File: src/rtl/scan_pkg.sv
package scan_pkg;
   // Bit width that holds a count of 0..m-1, never below one bit.
   function automatic int cnt_width(int m);
      return (m <= 2) ? 1 : $clog2(m);
   endfunction
endpackage

File: src/rtl/scan_div_stage.sv
module scan_div_stage
   import scan_pkg::*;
#(
   parameter int MOD = 4,
   parameter int W   = cnt_width(MOD)
) (
   input  logic         clk,
   input  logic         rst_n,
   input  logic         clr,
   input  logic         en,
   output logic [W-1:0] count,
   output logic         wrap
);
   localparam logic [W-1:0] LAST = W'(MOD - 1);
   localparam bit POW2 = (MOD == (1 << W));

   if (MOD < 2) begin : g_bad_mod
      $error("scan_div_stage: MOD must be at least 2");
   end

   logic [W-1:0] count_q;
   logic [W-1:0] count_inc;

   assign wrap = en && (count_q == LAST);

   if (POW2) begin : g_free_wrap
      // Natural roll-over of the adder is the wrap.
      assign count_inc = count_q + 1'b1;
   end else begin : g_cmp_wrap
      assign count_inc = (count_q == LAST) ? '0 : count_q + 1'b1;
   end

   always_ff @(posedge clk or negedge rst_n) begin
      if (!rst_n)     count_q <= '0;
      else if (clr)   count_q <= '0;
      else if (en)    count_q <= count_inc;
   end

   assign count = count_q;

   p_stage_range_r3: assert property (@(posedge clk) disable iff (!rst_n)
      count_q <= LAST);
   p_stage_hold_r4: assert property (@(posedge clk) disable iff (!rst_n)
      (!en && !clr) |=> $stable(count_q));
   p_stage_wrap_r3: assert property (@(posedge clk) disable iff (!rst_n)
      (wrap && !clr) |=> (count_q == '0));
   p_stage_clr_r9: assert property (@(posedge clk) disable iff (!rst_n)
      clr |=> (count_q == '0));
endmodule

File: src/rtl/scan_row_enable.sv
module scan_row_enable
   import scan_pkg::*;
#(
   parameter int NROW        = 7,
   parameter int PRE_DIV     = 32,
   parameter int BLANK_TICKS = 1,
   parameter int ROW_W       = cnt_width(NROW),
   parameter int PRE_W       = cnt_width(PRE_DIV)
) (
   input  logic [ROW_W-1:0] row_idx,
   input  logic [PRE_W-1:0] pre_cnt,
   output logic [NROW-1:0]  row_en
);
   localparam logic [PRE_W-1:0] DARK_END = PRE_W'(BLANK_TICKS);

   if (BLANK_TICKS >= PRE_DIV) begin : g_bad_dark
      $error("scan_row_enable: dark interval must be shorter than a row period");
   end

   logic lit;

   if (BLANK_TICKS == 0) begin : g_no_dark
      assign lit = 1'b1;
   end else begin : g_dark
      assign lit = (pre_cnt >= DARK_END);
   end

   for (genvar r = 0; r < NROW; r++) begin : g_row
      assign row_en[r] = lit && (row_idx == ROW_W'(r));
   end
endmodule

File: src/rtl/scan_col_gate.sv
module scan_col_gate #(
   parameter int NDIG = 8
) (
   input  logic            blank_phase,
   input  logic            blink_en,
   input  logic            flash_en,
   input  logic [NDIG-1:0] flash_mask,
   output logic [NDIG-1:0] col_gate
);
   if (NDIG < 1) begin : g_bad_ndig
      $error("scan_col_gate: NDIG must be at least 1");
   end

   for (genvar d = 0; d < NDIG; d++) begin : g_dig
      logic dark;
      assign dark        = blank_phase && (blink_en || (flash_en && flash_mask[d]));
      assign col_gate[d] = !dark;
   end
endmodule

File: src/rtl/dmx_scan_timer.sv
module dmx_scan_timer
   import scan_pkg::*;
#(
   parameter int NDIG        = 8,
   parameter int NROW        = 7,
   parameter int PRE_DIV     = 32,
   parameter int FRAME_DIV   = 128,
   parameter int PHASE_DIV   = 3,
   parameter int BLANK_TICKS = 1,
   parameter int ROW_W       = cnt_width(NROW)
) (
   input  logic             clk,
   input  logic             rst_n,
   input  logic             clr,
   input  logic             src_sel,
   input  logic             osc_tick,
   input  logic             ext_tick,
   input  logic             blink_en,
   input  logic             flash_en,
   input  logic [NDIG-1:0]  flash_mask,
   output logic [ROW_W-1:0] row_idx,
   output logic [NROW-1:0]  row_en,
   output logic             blank_phase,
   output logic [NDIG-1:0]  col_gate
);
   localparam int PRE_W   = cnt_width(PRE_DIV);
   localparam int FRAME_W = cnt_width(FRAME_DIV);
   localparam int PHASE_W = cnt_width(PHASE_DIV);
   localparam logic [PHASE_W-1:0] OFF_PHASE = PHASE_W'(PHASE_DIV - 1);
   localparam logic [ROW_W-1:0]   LAST_ROW  = ROW_W'(NROW - 1);

   if (NROW < 2 || PRE_DIV < 2 || FRAME_DIV < 2 || PHASE_DIV < 2) begin : g_bad_div
      $error("dmx_scan_timer: every divider must be at least 2");
   end

   // Clock source selection as a tick enable in the system clock domain.
   logic tick;
   assign tick = src_sel ? osc_tick : ext_tick;

   logic [PRE_W-1:0]   pre_cnt;
   logic [FRAME_W-1:0] frame_cnt;
   logic [PHASE_W-1:0] phase_cnt;
   logic pre_wrap, row_wrap, frame_wrap, phase_wrap;

   scan_div_stage #(.MOD(PRE_DIV)) u_pre (
      .clk(clk), .rst_n(rst_n), .clr(clr), .en(tick),
      .count(pre_cnt), .wrap(pre_wrap));

   scan_div_stage #(.MOD(NROW)) u_row (
      .clk(clk), .rst_n(rst_n), .clr(clr), .en(pre_wrap),
      .count(row_idx), .wrap(row_wrap));

   scan_div_stage #(.MOD(FRAME_DIV)) u_frame (
      .clk(clk), .rst_n(rst_n), .clr(clr), .en(row_wrap),
      .count(frame_cnt), .wrap(frame_wrap));

   scan_div_stage #(.MOD(PHASE_DIV)) u_phase (
      .clk(clk), .rst_n(rst_n), .clr(clr), .en(frame_wrap),
      .count(phase_cnt), .wrap(phase_wrap));

   assign blank_phase = (phase_cnt == OFF_PHASE);

   scan_row_enable #(
      .NROW(NROW), .PRE_DIV(PRE_DIV), .BLANK_TICKS(BLANK_TICKS)
   ) u_rows (
      .row_idx(row_idx), .pre_cnt(pre_cnt), .row_en(row_en));

   scan_col_gate #(.NDIG(NDIG)) u_gate (
      .blank_phase(blank_phase), .blink_en(blink_en), .flash_en(flash_en),
      .flash_mask(flash_mask), .col_gate(col_gate));

   // Row sequencing and enables
   p_row_wrap_r3: assert property (@(posedge clk) disable iff (!rst_n)
      (pre_wrap && row_idx == LAST_ROW && !clr) |=> (row_idx == '0));
   p_row_onehot_r5: assert property (@(posedge clk) disable iff (!rst_n)
      $onehot0(row_en));
   p_row_dark_r5: assert property (@(posedge clk) disable iff (!rst_n)
      (BLANK_TICKS > 0 && row_idx != $past(row_idx)) |-> (row_en == '0));
   p_row_idle_r1: assert property (@(posedge clk) disable iff (!rst_n)
      (!tick && !clr) |=> $stable(row_idx));
   // Phase chain and column gating
   p_blank_entry_r4: assert property (@(posedge clk) disable iff (!rst_n)
      $rose(blank_phase) |-> (frame_cnt == '0 && row_idx == '0));
   p_phase_roll_r4: assert property (@(posedge clk) disable iff (!rst_n)
      (phase_wrap && !clr) |=> !blank_phase);
   p_gate_open_r8: assert property (@(posedge clk) disable iff (!rst_n)
      !blank_phase |-> (col_gate == '1));
   p_gate_blink_r6: assert property (@(posedge clk) disable iff (!rst_n)
      (blank_phase && blink_en) |-> (col_gate == '0));
endmodule

File: config.mk
export PLATFORM = sky130hd
export DESIGN_NAME = dmx_scan_timer
export DESIGN_NICKNAME = d
export VERILOG_FILES = /design/src/rtl/scan_pkg.sv /design/src/rtl/scan_div_stage.sv /design/src/rtl/scan_row_enable.sv /design/src/rtl/scan_col_gate.sv /design/src/rtl/dmx_scan_timer.sv
export SDC_FILE = /design/constraint.sdc
export NUM_CORES = 1
export LEC_CHECK = 0
export ABC_AREA = 0
export BUFFER_PORTS_ARGS = -buffer_cell sky130_fd_sc_hd__buf_4
export CORE_MARGIN = 10
export CORE_UTILIZATION = 45
export CTS_CLUSTER_DIAMETER = 120
export DETAILED_ROUTE_END_ITERATION = 16
export PLACE_DENSITY = 0.73
export SLEW_MARGIN = 10
export SYNTH_ARGS = -nofsm -noshare
export SYNTH_HDL_FRONTEND = slang
export SYNTH_SLANG_ARGS = --single-unit
File: constraint.sdc
create_clock -name clk -period 1.9 [get_ports clk]
set_clock_uncertainty 0.15 [all_clocks]
set_input_delay 0.19 -clock clk [delete_from_list [all_inputs] [get_ports clk]]
set_output_delay 0.19 -clock clk [all_outputs]
set_load 0.01 [all_outputs]
Yosys cells after proc, flatten, opt, wreduce, memory -nomap -nowiden
Cells that the tools add are included.
{"block": "word_totals", "ff_bits": 17, "in_bits": 16}
{"block": "classes", "addsub": 4, "n_lt_le_gt_ge": 1, "eq_ne": 9, "muxes": 11, "n_reduce_logical": 47}
{"operator": "logical AND 1 bit", "count": 26}
{"operator": "two-way mux 7 bit", "count": 2}
{"operator": "two-way mux 5 bit", "count": 2}
{"operator": "== test 3 bit, second input constant", "count": 3}
{"operator": "two-way mux 3 bit", "count": 3}
{"operator": "zero test 1 bit", "count": 8}
{"operator": "logical OR 1 bit", "count": 8}
{"operator": "nonzero test 2 bit", "count": 4}
{"operator": "adder 7 x 1 -> 7 bit, second input constant", "count": 1}
{"operator": "== test 7 bit, second input constant", "count": 1}
{"operator": "== test 3 x 2 -> 1 bit, second input constant", "count": 2}
{"operator": "two-way mux 2 bit", "count": 3}
{"operator": "adder 5 x 1 -> 5 bit, second input constant", "count": 1}
{"operator": "== test 5 bit, second input constant", "count": 1}
{"operator": "greater-or-equal comparator 5 x 1 -> 1 bit, second input constant", "count": 1}
{"operator": "adder 3 x 1 -> 3 bit, second input constant", "count": 1}
{"operator": "== test 3 x 1 -> 1 bit, second input constant", "count": 1}
{"operator": "zero test 3 bit", "count": 1}
{"operator": "adder 2 x 1 -> 2 bit, second input constant", "count": 1}
{"operator": "== test 2 bit, second input constant", "count": 1}
{"operator": "two-way mux 1 bit", "count": 1}

Longest topological paths before layout
{"block": "logic_depth", "ltp_word": 6, "mapped_depth": 6, "mapped_depth_nobuf": 6}

Cells and area by module
From an unflattened synthesis, not the netlist that was laid out.
{"block": "unflattened", "hier_cells": 114, "area_unflattened_um2": 1137.3}
{"module": "scan_div_stage at u_frame", "n_inst": 1, "cells_each": 34, "area_per_inst_um2": 359.1}
{"module": "scan_div_stage at u_pre", "n_inst": 1, "cells_each": 23, "area_per_inst_um2": 285.3}
{"module": "scan_div_stage at u_row", "n_inst": 1, "cells_each": 15, "area_per_inst_um2": 152.6}
{"module": "scan_row_enable", "n_inst": 1, "cells_each": 12, "area_per_inst_um2": 111.4}
{"module": "scan_col_gate", "n_inst": 1, "cells_each": 19, "area_per_inst_um2": 110.1}
{"module": "scan_div_stage at u_phase", "n_inst": 1, "cells_each": 9, "area_per_inst_um2": 97.6}
{"module": "dmx_scan_timer", "n_inst": 1, "cells_each": 2, "area_per_inst_um2": 21.3}

Worst setup path after synthesis
OpenSTA, ideal clock, no wires.
{"block": "synth_timing", "path_kind": "register to register", "from": "reg u_pre.count_q[0], in the netlist u_pre.count[0]", "to": "reg u_phase.count_q[0], in the netlist u_phase.count[0]", "t_arrival_ps": 1683, "path_slack_ps": -58, "path_stages_with_launch": 7, "n_path_buf": 0, "period_less_slack_ps": 1958, "cell_sequence": "dfrtp_1 ha_1 and3_1 ha_1 nand4_1 nor3_2 mux2_2"}
{"block": "synth_via", "elab_chain_cells": 5}
{"item": "start: declaration", "line": "scan_div_stage.sv:21", "source": "logic [W-1:0] count_q;"}
{"item": "start signal: assignment", "line": "scan_div_stage.sv:36", "source": "else if (en) count_q <= count_inc;"}
{"item": "== test 5 bit", "line": "scan_div_stage.sv:24", "source": "assign wrap = en && (count_q == LAST);"}
{"item": "logical AND 1 bit (3 in a row)", "line": "scan_div_stage.sv:24"}
{"item": "nonzero test 2 bit (no source line)"}
{"item": "end signal: assignment", "line": "scan_div_stage.sv:36"}
{"item": "end: declaration", "line": "scan_div_stage.sv:21"}
No other way between the ends.
A chain may end at the register's enable or synchronous reset.

Final worst setup path
{"block": "layout_timing", "from": "reg u_pre.count_q[0], in the netlist u_pre.count[0]", "to": "out row_en[5]"}
{"block": "layout_via", "elab_chain_cells": 2}
{"item": "greater-or-equal comparator 5 x 1 -> 1 bit", "line": "scan_row_enable.sv:25", "source": "assign lit = (pre_cnt >= DARK_END);"}
{"item": "logical AND 1 bit", "line": "scan_row_enable.sv:29", "source": "assign row_en[r] = lit && (row_idx == ROW_W'(r));"}
{"item": "end: declaration", "line": "dmx_scan_timer.sv:22", "source": "output logic [NROW-1:0] row_en,"}
No other way between the ends.

==> run summary <==
During placement, the flow inserted port buffers numbering 34. The first global-routing pass estimated 4.664 mm of wire. The via-per-instance ratio is 5.273.

The internal power consumption was 0.0005252 W; the longest individual stage delay on the worst path was 0.42 ns. The min-delay analysis places its worst path in the category input pin to register. The number of setup violations in the final report was 15; the total number of nets in the final design was 192.

The hold violation count in the final report is 0, and the maximum resistive drop on vdd is 0.4136 mV. Data on the critical path is required at its endpoint by 1.56 ns. The max-slew violation count is 0.

Dividing total power by cell area gives a power density of 447.4 nW/um^2. The final core utilization is 0.7119, and the detailed-route via count is 1044. By area the synthesized netlist is led by dfrtp_1 39%, ha_1 5.7%, a21o_1 5.5%, nor2_1 5.1%, nand2_1 4.8%. The post-place instance area came out at 1436 sq um. Max-cap violations in this run came to 0. Of all nets on the critical path, the largest fanout is 7. The detailed-routing wirelength on met1 was 1.263 mm; the number of antenna violations at the first check in global routing was 0.

The cell leakage power came out at 0.7835 nW. The total buffers and inverters traversed by the critical path is 2. The checks that failed: negative setup slack. The logs give 203 um for the length of routed met3 wiring and 0.7826 for the global placement routability congestion.

CTS placed an instance of clkbuf_4 at the clock tree root. For the clock latency of the later-clocked register in the worst-skew pair, the log shows 0.30 ns. TritonCTS built the clock tree. The share of total power in combinational logic was 0.206. The final routed wirelength across all metal layers is 2.957 mm. The tools report the number of design-rule violations left by the first detailed-router iteration as 58. The synthesized netlist contains 35 unique library cells.

The ratio of final minimum period to clock period is 1.113, and the portion of synthesized cell area occupied by the leading cell type is 0.3868. The critical path capture point type is an output pin. The sequential cell fraction of total power was 0.514; the first-pass detailed-route iteration total was 4.

The share of the yosys chip area belonging to registers is 0.3868. Setup repair after global routing could not meet its margin everywhere. The tools report the global-route total usage across every layer as 0.1080. The logs give 0 for the leftover overflow at the end of global routing and 3 for the number of buffers added by the clock tree synthesis step.

The layout cell share with drive strength beyond 1 works out to 0.4647. The highest layer touched by signal routing is met4. Post-synthesis net count: 141.

The floorplan has 17 rows. The logs give -0.02343 ns for the worst setup slack after placement and -0.12 ns for the minimum setup slack among reg-to-reg paths. Total met2 wirelength after detailed routing: 1.486 mm. X dimension of the die: 69.44 um. After detailed placement, the design holds a cell count of 186. For the net switching power figure, the log shows 0.0001997 W.

The cell family contributing the most delay on the critical path is simple AND/OR/NAND/NOR gates. The signal on the critical path passes through ha_2 > or4_1 > nor3_2 > buf_4 > nor3_1 > buf_4. The worst setup path is launched from a register. STA puts the critical path data arrival time at 1.78 ns. 0 antenna diodes ended up in the layout. Entering global routing, the biggest net connects 21 pins. The clock network fraction of design power is 0.280. The run gives 0 as the remaining antenna violation count. The via count of the first global-routing pass was 1013. A synthesized cell averages 9.165 sq um. The clock edge transition at the registers on the reported setup and hold paths came out at 0.11 ns. In this run the deepest clock path goes through 2 buffers.

The run gives 120 as the cell count after synthesis. Fill cells in the final layout number 162. For the number of synthesis warnings, the log shows 0. In this run the count of I/O pins placed on the die edge is 35.

For the full die area, the log shows 4821 sq um. The run finished, with violations left. The tools report the worst-case setup margin in the final layout as -0.2156 ns. The time the worst path needs with I/O delays and setup was 2.116 ns.

The post-layout instance count excluding filler cells is 198. Master of the slowest instance on the critical path: dfrtp_1. In this run the vertical extent of the chip is 69.44 um. For the DRC violation count after routing, the log shows 0. By startpoint and endpoint, the worst setup path is classified as register to output pin. The tightest hold margin was 0.03258 ns; the cell area after synthesis was 1100 sq um. Post-synthesis cell type with the largest combined area: dfrtp_1.

The share of total power consumed by net switching is 0.2755, and the starting density of the core is 0.4832. For the pin with the worst max-slew slack, the measured transition is 0.3151 ns. The core outline area is 2276 sq um. The number of levels in the clock H-tree was 1; the flip-flop and latch count after synthesis was 17. The post-synthesis to final-layout area growth was 47.33%; the number of sinks driven by the clock tree was 17. By instance count, the cell type seen most on the critical path is buf_4. Once detailed placement completed, the half-perimeter wirelength came to 2.080 mm. Derived from the worst setup path, the maximum achievable clock frequency is 472.7 MHz. The average wire length per cell after detail routing is 14.93 um. The finished cells cover 1620 sq um. The headroom to the max-slew limit was 0.7890.
## cell usage after synthesis (all sizes together)
master,n
or2b,1
nor4b,1
nand3,2
mux2,3
xnor2,1
nor2,15
ha,5
nor4,2
xor2,6
nor3,5
a2bb2oi,1
a211oi,1
nand2,14
or3,2
and3b,1
nor2b,4
and2,1
buf,4
nand2b,1
clkbuf,4
a21oi,3
o211ai,1
and3,3
or4,2
mux2i,3
a21o,8
inv,3
nand4,5
dfrtp,17
o31ai,1
## state kept, by name, summed over array words and instances, names as in the netlist
register       flops
u_frame.count      7
u_phase.count      2
u_pre.count        5
u_row.count        3
## power by group through the flow
stage / Combinational, W / Clock, W / Sequential [W]
2_1_floorplan: 0.0000600 / 0 / 0.000381
3_3_place_gp: 0.000123 / 0 / 0.000379
3_5_place_dp: 0.000126 / 0 / 0.000380
4_1_cts: 0.000147 / 0.000201 / 0.000371
5_1_grt: 0.000163 / 0.000214 / 0.000374
6_report: 0.000149 / 0.000203 / 0.000372
## through the flow
| stage | total power (W) | TNS [ns] |
|---|---|---|
| after floorplan | 0.0004412 | -0.002325 |
| after global routing | 0.0007510 | -3.567 |
| final | 0.0007248 | -1.937 |
| after detailed placement | 0.0005063 | -0.03482 |
| after CTS | 0.0007196 | -1.862 |
| after global placement | 0.0005021 | 0 |
## repair_timing
action,in CTS,in global routing
buffers inserted,5,3
pin swaps,3,5
setup endpoints to repair,9,26
hold buffers,1,0
resized for setup,9,12
endpoints found under the hold margin,17,0
## path summary, 6_finish.rpt
kind,start,to,cells after the start
max in group asynchronous,rst_n,u_pre.count[2],2
worst max-delay path,u_pre.count[0],row_en[5],6
worst min register to register,u_phase.count[1],u_phase.count[1],2
worst min-delay path,clr,u_frame.count[5],2
min in group asynchronous,rst_n,u_frame.count[1],2
worst max register to register,u_pre.count[0],u_frame.count[6],9
## routing by layer
layer	vias up	global-route usage
li1	515	-
met1	500	0.1321
met2	27	0.1875
met3	2	0.02853
met4	0	0.01330
met5	-	0
## final cells by class
type,instances,area [sq um],share of cell area
Sequential cell,17,425.4,0.2625
Multi-Input combinational cell,92,705.7,0.4355
Clock buffer,3,22.52,0.01390
Clock inverter,1,5.005,0.003089
Timing Repair Buffer,54,415.4,0.2564
Tap cell,28,35.03,0.02162
Inverter,3,11.26,0.006950
## cells by family (layout without fill, tap and decap cells)
| family | after synthesis | after routing | share of synthesized area |
|---|---|---|---|
| AO/OA/AOI/OAI | 15 | 15 | 0.09671 |
| buffers and inverters | 11 | 61 | 0.05232 |
| XOR/XNOR | 7 | 7 | 0.05575 |
| AND/OR/NAND/NOR | 59 | 59 | 0.2935 |
| flip-flops | 17 | 17 | 0.3868 |
| adder cells (fa/ha/maj) | 5 | 5 | 0.05688 |
| multiplexers | 6 | 6 | 0.05802 |
## cells in the final DEF (no fill, tap or decap), types with 3 or more instances in the layout
master    count
buf_4        51
dfrtp_1      17
nor2_1       14
nand2_1      13
a21o_1        8
nand4_1       5
xor2_1        5
nor3_1        3
mux2i_1       3
clkbuf_4      3
No activity file was read; power rests on OpenSTA's default activity.
